## src/rtl/srm_pkg.sv

```systemverilog
// Package for the sync rate meter.
// Holds the shared byte type and the packing of one axis into its two bytes.
// Assumes counts of at most 12 bits, zero-extended by the caller.
package srm_pkg;

    typedef logic [7:0] byte_t;

    // Packs a polarity flag and a 12-bit count into {hi, lo}
    function automatic logic [15:0] pack_axis(input logic pol, input logic [11:0] cnt);
        return {pol, 3'b000, cnt};
    endfunction

endpackage

```

## src/rtl/srm_period_meter.sv

```systemverilog
// Period meter for one sync input.
// Detects rising edges of sync_in. A saturating counter advances once per tick.
// The tick is every clock when DIV_LOG2 is 0, otherwise once every 2**DIV_LOG2
// clocks through a prescaler that restarts at each edge.
// At an edge it reports done and presents the count reached (cap), then restarts.
// With RESTART_ON_FULL set, a tick that finds the counter full also reports done
// with cap at the maximum, and the count restarts from zero.
// Assumes sync_in is synchronous to clk and free of glitches.
module srm_period_meter #(
    parameter int CNT_W           = 12,
    parameter int DIV_LOG2        = 0,
    parameter bit RESTART_ON_FULL = 1'b0
) (
    input  logic             clk,
    input  logic             rst_n,
    input  logic             sync_in,
    output logic             done,
    output logic [CNT_W-1:0] cap
);

    localparam logic [CNT_W-1:0] CNT_MAX   = '1;
    localparam logic [CNT_W-1:0] CNT_START = (DIV_LOG2 == 0) ? CNT_W'(1) : '0;

    logic             prev_q;
    logic [CNT_W-1:0] cnt_q;
    logic             tick;
    logic             edge_seen;
    logic             full;
    logic             timeout;

    // Remembers the previous sample of the sync input for edge detection
    always_ff @(posedge clk) begin
        if (!rst_n) prev_q <= 1'b0;
        else        prev_q <= sync_in;
    end

    assign edge_seen = sync_in & ~prev_q;

    generate
        if (DIV_LOG2 == 0) begin : g_tick_every
            assign tick = 1'b1;
        end else begin : g_tick_div
            logic [DIV_LOG2-1:0] pre_q;
            // Prescaler: phase restarts at each edge so the count is edge-aligned
            always_ff @(posedge clk) begin
                if (!rst_n)         pre_q <= '0;
                else if (edge_seen) pre_q <= DIV_LOG2'(1);
                else                pre_q <= pre_q + DIV_LOG2'(1);
            end
            assign tick = &pre_q;
        end
    endgenerate

    assign full    = (cnt_q == CNT_MAX);
    assign timeout = RESTART_ON_FULL && full && tick && !edge_seen;

    // Saturating period counter with restart at an edge or at a timeout
    always_ff @(posedge clk) begin
        if (!rst_n)              cnt_q <= CNT_MAX;
        else if (edge_seen)      cnt_q <= CNT_START;
        else if (timeout)        cnt_q <= '0;
        else if (tick && !full)  cnt_q <= cnt_q + CNT_W'(1);
    end

    assign done = edge_seen | timeout;
    assign cap  = cnt_q;

    AST_RESTART_LOAD: assert property (@(posedge clk) disable iff (!rst_n)
        edge_seen |=> (cnt_q == CNT_START));
    AST_NO_WRAP: assert property (@(posedge clk) disable iff (!rst_n)
        (full && !edge_seen && !timeout) |=> full);
    AST_COUNT_RISES: assert property (@(posedge clk) disable iff (!rst_n)
        (!edge_seen && !timeout) |=> (cnt_q >= $past(cnt_q)));

endmodule

```

## src/rtl/srm_capture.sv

```systemverilog
// Capture stage of the sync rate meter.
// Keeps the last completed H period. At a V event it copies that period, the V
// count and both polarity flags into the held registers, and sets the sticky flag.
// An H period counts only if an H edge was seen since the previous V event;
// otherwise the held H count becomes the maximum.
// Assumes vevent and h_done are single-clock pulses from the period meters.
module srm_capture #(
    parameter int CNT_W = 12
) (
    input  logic             clk,
    input  logic             rst_n,
    input  logic             vevent,
    input  logic             h_done,
    input  logic [CNT_W-1:0] h_cap,
    input  logic [CNT_W-1:0] v_cap,
    input  logic             h_pol,
    input  logic             v_pol,
    input  logic             irq_clr,
    output logic [CNT_W-1:0] h_cnt_q,
    output logic [CNT_W-1:0] v_cnt_q,
    output logic             h_pol_q,
    output logic             v_pol_q,
    output logic             irq
);

    localparam logic [CNT_W-1:0] CNT_MAX = '1;

    logic [CNT_W-1:0] h_hold_q;
    logic             h_seen_q;

    // Holds the most recently completed H period
    always_ff @(posedge clk) begin
        if (!rst_n)      h_hold_q <= CNT_MAX;
        else if (h_done) h_hold_q <= h_cap;
    end

    // Tracks whether an H edge arrived in the current V window
    always_ff @(posedge clk) begin
        if (!rst_n)      h_seen_q <= 1'b0;
        else if (vevent) h_seen_q <= h_done;
        else if (h_done) h_seen_q <= 1'b1;
    end

    // Loads the held counts and polarity flags at each V event
    always_ff @(posedge clk) begin
        if (!rst_n) begin
            h_cnt_q <= CNT_MAX;
            v_cnt_q <= CNT_MAX;
            h_pol_q <= 1'b0;
            v_pol_q <= 1'b0;
        end else if (vevent) begin
            h_cnt_q <= h_seen_q ? h_hold_q : CNT_MAX;
            v_cnt_q <= v_cap;
            h_pol_q <= h_pol;
            v_pol_q <= v_pol;
        end
    end

    // Sticky event flag; a new event wins over a clear in the same cycle
    always_ff @(posedge clk) begin
        if (!rst_n)       irq <= 1'b0;
        else if (vevent)  irq <= 1'b1;
        else if (irq_clr) irq <= 1'b0;
    end

    AST_HELD_STABLE: assert property (@(posedge clk) disable iff (!rst_n)
        !vevent |=> ($stable(h_cnt_q) && $stable(v_cnt_q)));
    AST_POL_STABLE: assert property (@(posedge clk) disable iff (!rst_n)
        !vevent |=> ($stable(h_pol_q) && $stable(v_pol_q)));
    AST_STALE_MAX: assert property (@(posedge clk) disable iff (!rst_n)
        (vevent && !h_seen_q) |=> (h_cnt_q == CNT_MAX));
    AST_EVENT_SETS: assert property (@(posedge clk) disable iff (!rst_n)
        vevent |=> irq);
    AST_FLAG_STICKY: assert property (@(posedge clk) disable iff (!rst_n)
        (irq && !irq_clr) |=> irq);
    AST_FLAG_CLEARS: assert property (@(posedge clk) disable iff (!rst_n)
        (irq_clr && !vevent) |=> !irq);

endmodule

```

## src/rtl/sync_rate_meter.sv

```systemverilog
// Sync rate meter, top level.
// clk is the counting clock at eight times the reference rate. H ticks every clock.
// V ticks every 2**V_DIV_LOG2 clocks; the default of 512 equals 64 reference periods.
// A V event is a vsync rising edge or a V counter timeout. It latches both counts
// and both polarity flags and sets irq.
// Assumes CNT_W lies between 9 and 12, and that the syncs are clean and synchronous.
module sync_rate_meter #(
    parameter int CNT_W      = 12,
    parameter int V_DIV_LOG2 = 9
) (
    input  logic       clk,
    input  logic       rst_n,
    input  logic       hsync,
    input  logic       vsync,
    input  logic       h_pol_in,
    input  logic       v_pol_in,
    input  logic       irq_clr,
    output logic [7:0] h_cnt_hi,
    output logic [7:0] h_cnt_lo,
    output logic [7:0] v_cnt_hi,
    output logic [7:0] v_cnt_lo,
    output logic       irq
);

    import srm_pkg::*;

    logic             h_done;
    logic             v_done;
    logic [CNT_W-1:0] h_cap;
    logic [CNT_W-1:0] v_cap;
    logic [CNT_W-1:0] h_cnt;
    logic [CNT_W-1:0] v_cnt;
    logic             h_pol_q;
    logic             v_pol_q;
    logic [15:0]      h_word;
    logic [15:0]      v_word;

    srm_period_meter #(
        .CNT_W(CNT_W), .DIV_LOG2(0), .RESTART_ON_FULL(1'b0)
    ) u_h_meter (
        .clk(clk), .rst_n(rst_n), .sync_in(hsync), .done(h_done), .cap(h_cap)
    );

    srm_period_meter #(
        .CNT_W(CNT_W), .DIV_LOG2(V_DIV_LOG2), .RESTART_ON_FULL(1'b1)
    ) u_v_meter (
        .clk(clk), .rst_n(rst_n), .sync_in(vsync), .done(v_done), .cap(v_cap)
    );

    srm_capture #(.CNT_W(CNT_W)) u_capture (
        .clk(clk), .rst_n(rst_n), .vevent(v_done),
        .h_done(h_done), .h_cap(h_cap), .v_cap(v_cap),
        .h_pol(h_pol_in), .v_pol(v_pol_in), .irq_clr(irq_clr),
        .h_cnt_q(h_cnt), .v_cnt_q(v_cnt),
        .h_pol_q(h_pol_q), .v_pol_q(v_pol_q), .irq(irq)
    );

    // Forms the readable byte pairs from the held values
    always_comb begin
        h_word   = pack_axis(h_pol_q, 12'(h_cnt));
        v_word   = pack_axis(v_pol_q, 12'(v_cnt));
        h_cnt_hi = byte_t'(h_word[15:8]);
        h_cnt_lo = byte_t'(h_word[7:0]);
        v_cnt_hi = byte_t'(v_word[15:8]);
        v_cnt_lo = byte_t'(v_word[7:0]);
    end

    AST_PAD_ZERO: assert property (@(posedge clk) disable iff (!rst_n)
        (h_cnt_hi[6:4] == 3'b000) && (v_cnt_hi[6:4] == 3'b000));

endmodule

```

## config.mk

```make
export PLATFORM = sky130hd
export DESIGN_NAME = sync_rate_meter
export DESIGN_NICKNAME = d
export VERILOG_FILES = /design/src/rtl/srm_pkg.sv /design/src/rtl/srm_period_meter.sv /design/src/rtl/srm_capture.sv /design/src/rtl/sync_rate_meter.sv
export SDC_FILE = /design/constraint.sdc
export NUM_CORES = 1
export LEC_CHECK = 0
export BUFFER_PORTS_ARGS = -buffer_cell sky130_fd_sc_hd__buf_2
export CAP_MARGIN = 30
export CORE_MARGIN = 10
export CORE_UTILIZATION = 57
export CTS_CLUSTER_DIAMETER = 200
export DETAILED_ROUTE_END_ITERATION = 7
export PLACE_DENSITY = 0.86
export SYNTH_ARGS = -nofsm -noshare
export SYNTH_HDL_FRONTEND = slang
export SYNTH_SLANG_ARGS = --single-unit
```

## constraint.sdc

```tcl
create_clock -name clk -period 2.85 [get_ports clk]
set_clock_uncertainty 0.05 [all_clocks]
set_input_delay 0.57 -clock clk [delete_from_list [all_inputs] [get_ports clk]]
set_output_delay 0.57 -clock clk [all_outputs]
set_load 0.005 [all_outputs]
```

# Yosys cells after proc, flatten, opt, wreduce, memory -nomap -nowiden
# Cells that the tools add are included.
# Widths: inputs -> output; s select.
[op_classes]
eq_ne = 3
add_sub_neg = 3
reduce_logical = 11
n_bitwise = 6
mux = 11
[ops]
columns = ["operator", "count"]
rows = [
  ["$mux 12", 6],
  ["$add 12x1->12 const B", 2],
  ["$eq 12x12->1 const B", 2],
  ["$add 9x1->9 const B", 1],
  ["$reduce_and 9->1", 1],
  ["$mux 1", 5],
  ["$reduce_bool 2->1", 2],
  ["$reduce_or 2->1", 2],
  ["$logic_and 1x1->1", 3],
  ["$not 1->1", 3],
  ["$reduce_bool 3->1", 1],
  ["$and 1x1->1", 2],
  ["$logic_not 1->1", 2],
  ["$ne 2x1->1 const B", 1],
  ["$or 1x1->1", 1],
]
[totals]
inputBits = 7
out_inout_bits = 33
register_bits = 75

# Logic depth before layout (Yosys ltp)
# Gate-level depths: netlist of run 1.
[logic_depth]
ltp_word = 6
depth_mapped = 10
ltp_nobuf = 7

# By module
# Synthesis of run 1 repeated with hierarchy kept, for this count alone.
[unflattened]
hier_cells = 330
hier_area_um2 = 3191.8
[by_module_without_submodules]
columns = ["mod", "cells_per_inst", "seq_area_each_um2", "n_inst", "area_per_inst_um2"]
rows = [
  ["srm_capture", 143, 800.8, 1, 1485.2],
  ["srm_period_meter at u_v_meter", 108, 440.4, 1, 1009.7],
  ["srm_period_meter at u_h_meter", 70, 260.2, 1, 633.1],
  ["sync_rate_meter", 9, 0.0, 1, 63.8],
]

# Least setup slack after synthesis of run 1
# Ideal clock, no wire load.
[synth_path]
kind = "register to register"
from = "register u_v_meter.g_tick_div.pre_q[2]"
to = "register u_capture.h_cnt_q[10]"
arrival_ns = 2.141
n_path_buf = 3
setup_slack_ns = 0.529
period_less_slack_ns = 2.321
stages_incl_launch_ff = 11
path_cell_list = "dfxtp_1 > and4_1 > and4_1 > ha_1 > buf_2 > nand3_1 > or4_1 > buf_6 > buf_6 > a21oi_2 > o21ai_1"
[synth_via]
elab_chain_cells = 4
[synth_rtl]
columns = ["item", "line", "rtl"]
rows = [
  ["start, declared", "srm_period_meter.sv:43", "logic [DIV_LOG2-1:0] pre_q;"],
  ["start signal, assigned", "srm_period_meter.sv:48", "else pre_q <= pre_q + DIV_LOG2'(1);"],
  ["$reduce_and 9->1", "srm_period_meter.sv:50", "assign tick = &pre_q;"],
  ["$logic_and 1x1->1 (2 in a row)", "srm_period_meter.sv:55", "assign timeout = RESTART_ON_FULL && full && tick && !edge_seen;"],
  ["$or 1x1->1", "srm_period_meter.sv:65", "assign done = edge_seen | timeout;"],
  ["end signal, assigned", "srm_capture.sv:52", "h_cnt_q <= h_seen_q ? h_hold_q : CNT_MAX;"],
  ["end, declared", "srm_capture.sv:19", "output logic [CNT_W-1:0] h_cnt_q,"],
]
# No other way between the ends.
# A chain may end at the register's enable or synchronous reset.

# Worst setup path in the final report of run 1
[layout_path]
from = "register u_v_meter.g_tick_div.pre_q[2]"
to = "register u_v_meter.cnt_q[9] (netlist: u_v_meter.cap[9])"
[layout_via]
elab_chain_cells = 5
word_cells_on_any_way = 7
cone_classes = "mux (2); reduce/logical (5)"
[layout_rtl]
columns = ["item", "line", "rtl"]
rows = [
  ["$reduce_and 9->1 *", "srm_period_meter.sv:50", ""],
  ["$logic_and 1x1->1 (2 in a row)", "srm_period_meter.sv:55", ""],
  ["$mux 12", "srm_period_meter.sv:61", "else if (timeout) cnt_q <= '0;"],
  ["$mux 12", "srm_period_meter.sv:60", "else if (edge_seen) cnt_q <= CNT_START;"],
  ["end signal, assigned", "srm_period_meter.sv:62", "else if (tick && !full) cnt_q <= cnt_q + CNT_W'(1);"],
  ["end, declared", "srm_period_meter.sv:25", "logic [CNT_W-1:0] cnt_q;"],
]
# Every way passes the cells marked *; elsewhere a longest branch is shown, timed or not.

==> results of run 1 <==
[state kept, by name, indices dropped and copies added (netlist names)]
register,count
u_h_meter.prev_q,1
u_h_meter.cap,12
u_capture.h_hold_q,12
u_v_meter.prev_q,1
u_capture.v_cnt_q,12
u_capture.v_pol_q,1
u_v_meter.g_tick_div.pre_q,9
u_capture.h_cnt_q,12
u_v_meter.cap,12
u_capture.irq,1
u_capture.h_seen_q,1
u_capture.h_pol_q,1
[cell usage after synthesis, types with 3 or more instances]
| cell type | n |
|---|---|
| nand3_1 | 48 |
| o21ai_0 | 26 |
| or3_1 | 6 |
| ha_1 | 4 |
| a21oi_2 | 7 |
| nand2b_1 | 16 |
| xor2_1 | 8 |
| nand4_1 | 10 |
| o211ai_1 | 6 |
| nor3_1 | 16 |
| a31oi_1 | 5 |
| buf_6 | 3 |
| o2111ai_1 | 4 |
| o21ai_1 | 11 |
| or4_1 | 4 |
| nand2_1 | 51 |
| dfxtp_1 | 75 |
| clkbuf_1 | 23 |
| nor2b_1 | 3 |
| nor4_1 | 3 |
| buf_4 | 8 |
| nor2_1 | 14 |
| a21boi_0 | 3 |
| mux2i_1 | 3 |
| and3_1 | 6 |
| a21oi_1 | 5 |
| xnor2_1 | 3 |
[worst paths after layout]
kind                            slack (ns)                end  depth (start not counted)
worst max-delay path                  0.21   u_v_meter.cap[9]                          8
worst min-delay path                  0.40   u_h_meter.prev_q                          2
worst max register to register        0.21   u_v_meter.cap[9]                          8
worst min register to register        0.41  u_capture.v_pol_q                          2
[cells in the final DEF, fill, tap and decap left out, drive strengths merged, types with 8 or more instances in the layout]
cell type / count
dfxtp: 75
nand2: 51
nand3: 48
buf: 44
o21ai: 37
nand2b: 16
nor3: 16
nor2: 14
clkbuf: 12
a21oi: 12
nand4: 11
xor2: 8
[power by group through the flow]
stage,registers [µW],logic [µW],clock network (µW)
floorplan,1200,217,0
global placement,1220,264,0
detailed placement,1220,277,0
CTS,1200,279,752
global route,1210,317,800
finish,1200,278,744
[logic make-up (layout without fill, tap and decap cells)]
family	Yosys count	in the layout	share of synthesized area, %
compound gates	72	72	13.7
xor+xnor	11	11	2.93
fa+ha+maj	4	4	1.52
buf+inv	38	62	6.02
flops	75	75	45.7
mux	3	3	0.915
other cells	1	6	0.114
simple gates	186	186	29.0
[stage by stage]
step,hold slack [ns],std cells
floorplan,0.382,395
global placement,0.391,475
detailed placement,0.400,475
CTS,0.397,491
global route,0.412,491
finish,0.402,491
[routing by layer]
layer	wire length (µm)	up-vias
met5	0	-
met4	121	0
met3	499	10
met2	3620	75
met1	3170	1379
li1	-	1420
[cell type report]
class | instances | area, µm² | area share, %
Multi-Input combinational cell | 282 | 1610 | 44.3
Sequential cell | 75 | 1500 | 41.2
Timing Repair Buffer | 44 | 248 | 6.80
Clock buffer | 12 | 155 | 4.26
Tap cell | 72 | 90.1 | 2.47
Clock inverter | 4 | 25.0 | 0.687
Inverter | 2 | 7.51 | 0.206
[critical path: stages (launching register included)]
cell and delay [ns]:
dfxtp_1 0.40, and4_1 0.27, and4_1 0.21, ha_2 0.26, nand3_1 0.21, or4_1 0.54, buf_4 0.23, a21boi_2 0.26
a31oi_1 0.07
==> impl_results.md, run 1 <==
* Initial Util at 59.3%
* Critical Path Source: u_v_meter.g_tick_div.pre_q[2]
* CTS Root Cell: clkbuf_8
* Num CTS Buffers at 9
* Least-Margin Pin Slew at 0.957 ns
* Pwr dens at 611 mW/mm²
* Met3 usage at 4.05%
* Sequential Power Share at 54.1%
* # setup viols final at 0
* CTS tree: built
* WP data required at 3.03 ns
* Tot GR Track Use at 16.8%
* CP Capture Type: flop
* Placed cell areas at 0.00346 mm²
* Filler cell count at 466
* H-Tree Depth at 3
* Tmin final at 2.64 ns
* DR pass1 iterations at 4
* Vias per cell at 5.87
* Routed WL at 7.42 mm
* Largest cells by area after synthesis: dfxtp_1 46%, nand3_1 7.3%, nand2_1 5.8%
* Clk slew on worst S/H paths at 0.07 ns
* RSZ-0062 raised after global routing: false
* Fin crit share at 92.5%
* Critical Path Source Type: flop
* Count of input and output buffers at 33
* Clk buf depth at 2
* DRT iter0 DRCs at 234
* RePlAce Congestion at 0.863
* DR DRC count at 0
* Resize count post-CTS at 0
* Power, Total at 2230 µW
* LEAKAGE at 0.00144 µW
* Worst slack, placed at 0.196 ns
* Internal at 1600 µW
* Area share of the largest cell type after synthesis at 45.7%
* Sw frac at 28.2%
* # IOs at 40
* # diodes at 0
* Setup TNS at 0 ns
* Power share of the combinational group at 12.5%
* Worst Path Arrival at 2.81 ns
* Post-synth top flop: dfxtp_1
* Total number of vias at 2,884
* Final core occ at 65.7%
* Max-slew headroom at 36.2%
* Avg WL per Cell at 15.1 µm
* Worst r2r src: u_v_meter.g_tick_div.pre_q[2]
* GR Layer Usage met2 at 27.5%
* P_sw at 628 µW
* Fin area at 0.00364 mm²
* FF+latch count, synth at 75
* Ys async rst share at 0%
* Status: complete, no violations
* Number of unique standard cell types used by synthesis at 42
* Grt total ovfl at 0
* Initial antenna violation count at 0
* Largest net degree at the start of global routing at 40
* Fmax at 0.379 GHz
* Synth Area per Inst at 8.42 µm²
* Rows at 27
* Cell taking the most area after synthesis: dfxtp_1
* First-pass GRT wire length at 12.5 mm
* Worst setup path category: flop to flop
* Cts-stage hold buffer count at 0
* Die height at 95.9 µm
* Share of layout cells above drive strength 1 at 17.7%
* Post-CTS Setup Inserts at 0
* Final worst slack at 0.215 ns
* Remaining antenna violation count after routing at 0
* YS warnings at 0
* # clock sinks at 75
* Clock Power Share at 33.4%
* Met1 usage at 20.5%
* EDFF count, synth at 0
* Area delta synth->final at 10.9%
* Slew Limit Fails at 0
* Peak VDD IR at 0.372 mV
* Core region area at 0.00554 mm²
* Mapped cell area at 0.00328 mm²
* Width of the die at 95.9 µm
* Post-DP HPWL at 5.13 mm
* Max_cap viols at 0
* GR peak layer: met2
* Fin nets at 425
* Post-Syn Instances at 390
* Worst-Skew Late Latency at 0.35 ns
* Crit Path Max Fanout at 18
* Die ar. at 0.00920 mm²
* Vias in the first global route at 2,692
* Worst hold path class: primary input to flop
* Seq/Total Area, Yosys at 45.7%
* Hold_sp: hsync
* Hold Violations, Final at 0
Power figures use the tool's default switching activity.
==> run 2: changes to the inputs <==
--- a/config.mk
+++ b/config.mk
@@ -5,13 +5,15 @@
 export SDC_FILE = /design/constraint.sdc
 export NUM_CORES = 1
 export LEC_CHECK = 0
+export ABC_CLOCK_PERIOD_IN_PS = 2300
 export BUFFER_PORTS_ARGS = -buffer_cell sky130_fd_sc_hd__buf_2
 export CAP_MARGIN = 30
 export CORE_MARGIN = 10
-export CORE_UTILIZATION = 57
+export CORE_UTILIZATION = 51
 export CTS_CLUSTER_DIAMETER = 200
 export DETAILED_ROUTE_END_ITERATION = 7
-export PLACE_DENSITY = 0.86
+export PLACE_DENSITY = 0.82
 export SYNTH_ARGS = -nofsm -noshare
 export SYNTH_HDL_FRONTEND = slang
+export SYNTH_HIERARCHICAL = 1
 export SYNTH_SLANG_ARGS = --single-unit
==> constraint.sdc (replaced) <==
create_clock -name clk -period 2.3 [get_ports clk]
set_clock_uncertainty 0.05 [all_clocks]
set_input_delay 0.46 -clock clk [delete_from_list [all_inputs] [get_ports clk]]
set_output_delay 0.46 -clock clk [all_outputs]
set_load 0.005 [all_outputs]
==> run 2 against run 1 <==
Compared with the run above:
- via count fell by 16%
- sequential share of layout area rose by 0.96 points
- wire length fell by 15%
- non-clock buffer count fell by 3
- sequential power rose by 22%
- core utilization fell by 6.3 points
- largest cell class unchanged
- die area rose by 6.8%
- area after synthesis fell by 2.8%
==> impl_results.md, run 2 <==
* Fin cells at 441
* Vias per cell at 5.49
* H-Tree Depth at 3
* Remaining antenna violation count after routing at 0
* Resize count post-CTS at 0
* CTS Root Cell: clkbuf_8
* Area delta synth->final at 11.5%
* Met1 usage at 14.8%
* Post-synth top flop: dfxtp_1
* Die height at 99.1 µm
* Placed cell areas at 0.00338 mm²
* Number of unique standard cell types used by synthesis at 46
* Die ar. at 0.00982 mm²
* Top cells by count, synth: 75 x dfxtp_1, 37 x nand2_1, 28 x mux2i_1
* Crit Path Max Fanout at 42
* Reg2reg setup slack at 0.37 ns
* Cts-stage hold buffer count at 0
* Share of layout cells above drive strength 1 at 18.3%
* First-pass GRT wire length at 10.4 mm
* Max_cap viols at 0
* Final worst slack at 0.369 ns
* RePlAce Congestion at 0.773
* Area share of the largest cell type after synthesis at 47.0%
* DR pass1 iterations at 4
* DRT iter0 DRCs at 152
* # setup viols final at 0
* # IOs at 40
* Pwr dens at 763 mW/mm²
* Count of input and output buffers at 33
* Initial antenna violation count at 0
* WP data required at 2.49 ns
* Commonest non-fill, non-tap cell in the layout: dfxtp_1
* Hold Violations, Final at 0
* CTS tree: built
* Fin nets at 372
* Core region area at 0.00599 mm²
* Post-DP HPWL at 4.23 mm
* LEAKAGE at 0.00148 µW
* Most common cell in the netlist: dfxtp_1
* Peak VDD IR at 0.492 mV
* Initial Util at 53.3%
* Fin crit share at 84.0%
* EDFF count, synth at 0
* Post-CTS Setup Inserts at 0
* Worst Path Arrival at 2.12 ns
* Largest net degree at the start of global routing at 59
* Avg WL per Cell at 14.3 µm
* Slew Limit Fails at 0
* Grt total ovfl at 0
* FF+latch count, synth at 75
* Storage cell area at 0.00150 mm²
* Placed insts at 425
* DR DRC count at 0
* Seq/Total Area, Yosys at 47.0%
* Routed WL at 6.33 mm
* Clk slew on worst S/H paths at 0.09 ns
* Post-Syn Instances at 330
* Synth Area per Inst at 9.67 µm²
* Worst setup path category: flop to flop
* Met3 usage at 4.91%
* # clock sinks at 75
* Filler cell count at 497
* Clk buf depth at 2
* Num CTS Buffers at 9
* Critical Path Source Type: flop
* CP Capture Type: flop
* Area occupied by multi-input gates at 0.00152 mm²
* Vias in the first global route at 2,301
* Ys async rst share at 0%
* Total number of vias at 2,422
* GR Layer Usage met2 at 19.2%
* Rows at 28
* Worst hold path class: primary input to flop
* Worst slack, placed at 0.387 ns
* Status: complete, no violations
* Fmax at 0.518 GHz
* Tmin final at 1.93 ns
* RSZ-0062 raised after global routing: false
* Cell taking the most area after synthesis: dfxtp_1
* YS warnings at 6
* Width of the die at 99.1 µm
* Setup TNS at 0 ns
* Fin area at 0.00356 mm²
* # diodes at 0
* Worst-Skew Late Latency at 0.36 ns
* Mapped cell area at 0.00319 mm²
* Tot GR Track Use at 12.5%
* Largest cells by area after synthesis: dfxtp_1 47%, mux2i_1 8.8%, nand2_1 4.4%
* Commonest non-fill, non-tap cells in the layout: 75 x dfxtp_1, 37 x nand2_1, 33 x buf_2, 28 x mux2i_1, 22 x o21ai_1
* GR peak layer: met2
run 2: cell types whose count changed in the layout (fill, tap and decap cells not counted), sizes merged, moves of 7 or more:
cell	delta
a21oi	-9
and3b	+13
mux2i	+25
nand2	-14
nand2b	-14
nand3	-32
nor2	+7
nor3	-14
run 2: logic make-up (layout without fill, tap and decap cells):
group | Yosys count | count (layout) | share of synthesized area [%]
AOI/OAI and AO/OA | 54 | 54 | 10.7
xor gates and xnor gates | 14 | 14 | 3.84
adders and majority gates | 4 | 4 | 1.57
buffers and inverters | 28 | 59 | 5.84
DFF | 75 | 75 | 47.0
muxes | 28 | 28 | 8.78
other | 1 | 6 | 0.117
and+or+nand+nor | 126 | 126 | 22.1
run 2: cell type report:
type	count	share of cell area (%)
sequential	75	42.2
tap	75	2.64
inverter	2	0.211
clock inverter	7	1.65
clock buffer	9	3.48
timing repair buffer	41	7.03
multi-input combinational	232	42.8
run 2: path summary, 6_finish.rpt:
check                                to                   from  cells past startpoint
setup / recovery   u_capture/h_cnt_q[2]       u_v_meter/cap[0]                      7
hold / removal         u_h_meter/prev_q                  hsync                      2
setup reg to reg   u_capture/h_cnt_q[2]       u_v_meter/cap[0]                      7
hold reg to reg   u_capture/h_hold_q[2]  u_capture/h_hold_q[2]                      2
run 2: stage by stage:
stage / hold WS (ns) / total power [µW] / utilization [%]
detailed placement: 0.407 / 1800 / 56.3
global route: 0.292 / 2830 / 59.4
floorplan: 0.383 / 1720 / -
finish: 0.279 / 2710 / 59.4
global placement: 0.395 / 1790 / 56.3
CTS: 0.277 / 2730 / 59.4
run 2: routing by layer:
metal	wire length, µm	vias up
met4	140	0
met2	2850	69
met3	485	11
met1	2860	1127
li1	-	1215
met5	0	-
run 2: report_power, final:
part	internal [µW]	total [µW]	switching, µW	leakage (µW)
sequential	1370	1460	81.7	0.000618
combinational	144	322	178	0.000772
clock	410	935	525	0.0000925
run 2: critical path: stages (launching register included):
cell     delay, ns
dfxtp_1       0.42
ha_1          0.20
and3_1        0.17
and3_1        0.20
a21o_2        0.24
buf_12        0.24
and3b_1       0.21
o21ai_1       0.08
